### src/rtl/zmap_pkg.sv
package zmap_pkg;
  localparam int OFF_W = 6;
  localparam logic [1:0] SEL_A = 2'b01;
  localparam logic [1:0] SEL_B = 2'b10;
  localparam logic [1:0] SEL_NONE = 2'b00;

  typedef enum logic [1:0] {
    ZN_SYM = 2'd0,
    ZN_LIN = 2'd1,
    ZN_OOR = 2'd2,
    ZN_BAD = 2'd3
  } zone_e;
endpackage

### src/rtl/zmap_cfg_check.sv
module zmap_cfg_check #(
  parameter int LINE_W = 10
) (
  input  logic [LINE_W-1:0] lines_a,
  input  logic [LINE_W-1:0] lines_b,
  output logic              bad,
  output logic [LINE_W:0]   sym_top,
  output logic [LINE_W:0]   total
);
  always_comb begin
    bad     = (lines_b > lines_a);
    sym_top = {lines_b, 1'b0};
    total   = {1'b0, lines_a} + {1'b0, lines_b};
  end
endmodule

### src/rtl/zmap_zone_classify.sv
module zmap_zone_classify
  import zmap_pkg::*;
#(
  parameter int LINE_W = 10
) (
  input  logic [LINE_W-1:0] line,
  input  logic [LINE_W:0]   sym_top,
  input  logic [LINE_W:0]   total,
  input  logic              bad,
  output zone_e             zone
);
  logic [LINE_W:0] line_x;

  always_comb begin
    line_x = {1'b0, line};
    if (bad)                  zone = ZN_BAD;
    else if (line_x >= total) zone = ZN_OOR;
    else if (line_x < sym_top) zone = ZN_SYM;
    else                      zone = ZN_LIN;
  end
endmodule

### src/rtl/zmap_addr_remap.sv
module zmap_addr_remap
  import zmap_pkg::*;
#(
  parameter int ADDR_W = 16,
  localparam int LINE_W = ADDR_W - OFF_W
) (
  input  logic [ADDR_W-1:0] addr,
  input  zone_e             zone,
  input  logic [LINE_W-1:0] lines_b,
  output logic [1:0]        sel,
  output logic [ADDR_W-1:0] local_addr,
  output logic              sym,
  output logic              err
);
  logic [ADDR_W-1:0] il_addr;
  logic [ADDR_W-1:0] lin_addr;

  // interleaved local address: drop the channel bit, shift the rest down
  for (genvar i = 0; i < ADDR_W; i++) begin : g_squeeze
    if (i < OFF_W) begin : g_low
      assign il_addr[i] = addr[i];
    end else if (i < ADDR_W - 1) begin : g_mid
      assign il_addr[i] = addr[i+1];
    end else begin : g_top
      assign il_addr[i] = 1'b0;
    end
  end

  // linear zone: line - 2*b + b
  assign lin_addr = {addr[ADDR_W-1:OFF_W] - lines_b, addr[OFF_W-1:0]};

  always_comb begin
    sel        = SEL_NONE;
    local_addr = '0;
    sym        = 1'b0;
    err        = 1'b0;
    unique case (zone)
      ZN_SYM: begin
        sel        = addr[OFF_W] ? SEL_B : SEL_A;
        local_addr = il_addr;
        sym        = 1'b1;
      end
      ZN_LIN: begin
        sel        = SEL_A;
        local_addr = lin_addr;
      end
      default: err = 1'b1;
    endcase
  end
endmodule

### src/rtl/zmap_out_stage.sv
module zmap_out_stage #(
  parameter int P_W = 8
) (
  input  logic           clk,
  input  logic           rst,
  input  logic           in_valid,
  output logic           in_ready,
  input  logic [P_W-1:0] in_data,
  output logic           out_valid,
  input  logic           out_ready,
  output logic [P_W-1:0] out_data
);
  assign in_ready = !out_valid || out_ready;

  always_ff @(posedge clk) begin
    if (rst) begin
      out_valid <= 1'b0;
    end else if (in_valid && in_ready) begin
      out_valid <= 1'b1;
    end else if (out_ready) begin
      out_valid <= 1'b0;
    end
  end

  always_ff @(posedge clk) begin
    if (in_valid && in_ready) out_data <= in_data;
  end

  // accepted request yields a result next cycle
  p_load_r7: assert property (@(posedge clk) disable iff (rst)
    (in_valid && in_ready) |=> out_valid);

  // stalled result holds
  p_hold_r8: assert property (@(posedge clk) disable iff (rst)
    (out_valid && !out_ready) |=> (out_valid && $stable(out_data)));
endmodule

### src/rtl/zoned_addr_mapper.sv
module zoned_addr_mapper
  import zmap_pkg::*;
#(
  parameter int ADDR_W = 16,
  localparam int LINE_W = ADDR_W - OFF_W,
  localparam int P_W = 2 + ADDR_W + 2
) (
  input  logic              clk,
  input  logic              rst,
  input  logic [LINE_W-1:0] cfg_lines_a,
  input  logic [LINE_W-1:0] cfg_lines_b,
  output logic              cfg_bad,
  input  logic              req_valid,
  output logic              req_ready,
  input  logic [ADDR_W-1:0] req_addr,
  output logic              res_valid,
  input  logic              res_ready,
  output logic [1:0]        res_sel,
  output logic [ADDR_W-1:0] res_local,
  output logic              res_sym,
  output logic              res_err
);
  logic [LINE_W:0]   sym_top;
  logic [LINE_W:0]   total;
  zone_e             zone;
  logic [1:0]        m_sel;
  logic [ADDR_W-1:0] m_local;
  logic              m_sym;
  logic              m_err;
  logic [P_W-1:0]    out_bus;

  zmap_cfg_check #(.LINE_W(LINE_W)) i_cfg (
    .lines_a(cfg_lines_a), .lines_b(cfg_lines_b),
    .bad(cfg_bad), .sym_top(sym_top), .total(total)
  );

  zmap_zone_classify #(.LINE_W(LINE_W)) i_zone (
    .line(req_addr[ADDR_W-1:OFF_W]), .sym_top(sym_top), .total(total),
    .bad(cfg_bad), .zone(zone)
  );

  zmap_addr_remap #(.ADDR_W(ADDR_W)) i_remap (
    .addr(req_addr), .zone(zone), .lines_b(cfg_lines_b),
    .sel(m_sel), .local_addr(m_local), .sym(m_sym), .err(m_err)
  );

  zmap_out_stage #(.P_W(P_W)) i_out (
    .clk(clk), .rst(rst),
    .in_valid(req_valid), .in_ready(req_ready),
    .in_data({m_sel, m_local, m_sym, m_err}),
    .out_valid(res_valid), .out_ready(res_ready),
    .out_data(out_bus)
  );

  assign {res_sel, res_local, res_sym, res_err} = out_bus;

  // configuration frozen while traffic is in flight
  p_cfg_idle_r9: assert property (@(posedge clk) disable iff (rst)
    (req_valid || res_valid) |-> ($stable(cfg_lines_a) && $stable(cfg_lines_b)));

  // an error result never selects a channel
  p_err_nosel_r3: assert property (@(posedge clk) disable iff (rst)
    (res_valid && res_err) |-> (res_sel == SEL_NONE));

  // invalid configuration always reports an error
  p_bad_err_r4: assert property (@(posedge clk) disable iff (rst)
    (res_valid && cfg_bad) |-> res_err);

  // an interleaved result names exactly one channel
  p_sym_sel_r1: assert property (@(posedge clk) disable iff (rst)
    (res_valid && res_sym) |-> ($countones(res_sel) == 1 && !res_err));

  // ready rule at the request side
  p_ready_r8: assert property (@(posedge clk) disable iff (rst)
    !res_valid |-> req_ready);
endmodule

### config.mk
export PLATFORM = sky130hd
export DESIGN_NAME = zoned_addr_mapper
export DESIGN_NICKNAME = d
export VERILOG_FILES = /design/src/rtl/zmap_pkg.sv /design/src/rtl/zmap_cfg_check.sv /design/src/rtl/zmap_zone_classify.sv /design/src/rtl/zmap_addr_remap.sv /design/src/rtl/zmap_out_stage.sv /design/src/rtl/zoned_addr_mapper.sv
export SDC_FILE = /design/constraint.sdc
export NUM_CORES = 1
export LEC_CHECK = 0
export ABC_AREA = 1
export CORE_ASPECT_RATIO = 1.75
export CORE_MARGIN = 4
export CORE_UTILIZATION = 40
export DETAILED_ROUTE_END_ITERATION = 6
export MAX_ROUTING_LAYER = met4
export PLACE_DENSITY = 0.69
export SYNTH_ARGS = -nofsm -noshare
export SYNTH_HDL_FRONTEND = slang
export SYNTH_SLANG_ARGS = --single-unit
### constraint.sdc
create_clock -name clk -period 7 [get_ports clk]
set_clock_uncertainty 0.05 [all_clocks]
set_input_delay 1.05 -clock clk [delete_from_list [all_inputs] [get_ports clk]]
set_output_delay 1.05 -clock clk [all_outputs]
set_load 0.02 [all_outputs]
==> metrics.yaml <==
worst_setup_path:
  crit_type: "in2out"
  start_kind: "input port"
  crit_fanout: 21
  worst-endpoint-arrival_ns: 3.54
  cp-end-kind: "primary output"
  cp-endpoint: "cfg_bad"
  crit_cells: 12
  r2r_start: "i_out.out_valid"
  crit_buf_inv: 5
  required_ns: 5.90
  max_stage_delay_ns: 0.60
  rrSetupSlack_ns: 5.47
  cp_top_family: "buffers and inverters"
  crit_start: "cfg_lines_a[6]"
  cp_slowest_cell: "clkdlybuf4s50_1"
  rr_endpoint: "i_out.out_data[9]"
  r2r.worst_path.cells: 1
  cp_cell_sequence: "clkdlybuf4s50_1 -> inv_1 -> ha_1 -> inv_2 -> nor3_4 -> nand2_1 -> nor2_1 -> nor3_1 -> nand2_2 -> nand2_4 -> inv_1 -> clkdlybuf4s50_1"
yosys:
  yosysWarnings: 0
  syn_avg_cell_area_um2: 7.79
  syn-cell-area_um2: 2510
  synth-seq-cells: 21
  yosysUniqueCellTypes: 30
  yosysSeqAreaShare: 0.248
  synth_edf_count: 20
  synth_cells: 322
  synth-main-ff-cell: "edfxtp_1"
  syn_nets: 411
  synth-async-reset-ratio: 0
pwr:
  p_per_area_nw_per_um2: 151
  power.leakage_nw: 1.62
  finalPower_mw: 0.486
  vdd_drop_max_mv: 0.0590
route:
  drtIter0Drc: 67
  antenna_left: 0
  drt-total-wl_um: 5470
  firstDrtPassIters: 4
  viasPerCell: 4.96
  route.detailed.drc: 0
  vias: 2280
  wl_per_cell_um: 11.9
finish:
  nFillCells: 568
  final_cells: 460
  syn2layout_area_growth_pct: 28.6
  final_cell_mix: "inv_1, clkdlybuf4s50_1, nand2_1"
  num-nets-final: 472
  mostFrequentLayoutCell: "inv_1"
  n_antenna_cell: 0
  seq_area_um2: 621
  multi_input_area_um2: 1590
  drive_gt1_frac: 0.0419
timing:
  report.final.hold_viol_count: 0
  fmax_ghz: 0.215
  relSlewSlack: 0.321
  finalCritPeriodShare: 0.663
  drv_slew: 0
  rsz0062_at_grt: "no"
  fin_tns_setup_ns: 0
  fin_crit_ns: 4.64
  worst_pin_slew_ns: 1.02
  hold-worst-slack_ns: 0.461
  setup_viol: 0
grt:
  grt_pass1_wl_um: 9100
  grt_usage: 0.154
  grt_overflow: 0
  antenna_found_initial: 0
  grt_max_degree: 22
  grt_pass1_vias: 2249
clocking:
  holdBufCountCts: 0
  cts_tree: "built"
  clock_path_buffers: 2
  cts_made_buffers: 3
  cts_root_buf: "clkbuf_8"
  clock_insertion_delay_worst_skew_ns: 0.25
  cts_resized: 0
  cts_max_level: 1
  clock-sinks: 21
  post-cts-setup-buffers: 0
  clk_transition_reported_paths_ns: 0.06
run:
  cap_violations: 0
worst_hold_path:
  whs_path_depth: 2
  min-delay-start: "i_out.out_valid"
  hold_class: "reg2reg"
placement:
  dpl.hpwl_um: 4840
  gp_congestion: 0.951
  dp_cells: 456
  portBuffers: 62
floorplan:
  die_h_um: 113
  dieArea_um2: 7650
  ios: 63
  rows: 37
  core_area_um2: 5970
  fp.dieW_um: 67.9
  start_util: 0.420
status:
  status: "finished clean"
metal layers:
layer	track usage	up-vias	routed length, um
met4	0.0664	0	192
met5	-	-	0
met2	0.299	69	3070
met1	0.147	1006	1910
met3	0.00894	14	295
li1	-	1191	-
stage by stage:
| step | utilization | cell area [um2] | setup slack, ns |
|---|---|---|---|
| 2_1_floorplan | - | 2510 | 3.61 |
| 3_3_place_gp | 0.533 | 3180 | 2.40 |
| 3_5_place_dp | 0.533 | 3180 | 2.35 |
| 4_1_cts | 0.540 | 3230 | 2.35 |
| 5_1_grt | 0.540 | 3230 | 2.25 |
| 6_report | 0.540 | 3230 | 2.36 |
cell type report:
cell class                 count  area share
tap                           78      0.0303
timing repair buffer          62       0.192
sequential                    21       0.192
multi-input combinational    228       0.493
clock buffer                   4      0.0140
inverter                      67      0.0780
how the worst min path moves through the flow:
stage / slack (ns) / to
global placement: 0.45 / i_out.out_valid
global route: 0.50 / i_out.out_valid
floorplan: 0.66 / i_out.out_valid
CTS: 0.47 / i_out.out_valid
finish: 0.46 / i_out.out_valid
detailed placement: 0.46 / i_out.out_valid
registers in the layout (all words and copies together) (netlist names):
register	flops
i_out.out_data	20
i_out.out_valid	1
Yosys cell counts, types with 3 or more instances:
master	number	area, um2
edfxtp_1	20	601
nand3_1	10	50.1
a21oi_1	22	110
o21ai_0	5	25.0
xor2_1	10	87.6
ha_1	47	588
a31oi_1	4	25.0
xnor2_1	6	52.6
nand2_1	57	214
buf_6	3	33.8
inv_1	64	240
buf_2	3	15.0
nand4_1	24	150
inv_2	3	11.3
nor2_1	23	86.3
power breakdown:
part           leakage [nW]  switching, mW  internal (mW)
Sequential            0.208        0.00320          0.158
Combinational          1.39          0.143          0.107
Clock                0.0228         0.0342         0.0404
Total                  1.62          0.181          0.305
logic make-up after synthesis:
group                    count (synthesis)  share of synthesized area
AO/OA/AOI/OAI                           38                     0.0858
XOR/XNOR                                16                     0.0559
adder cells (fa/ha/maj)                 49                      0.250
buffers and inverters                   73                      0.120
flip-flops                              21                      0.248
AND/OR/NAND/NOR                        125                      0.241
(Power assumes the default switching activity.)
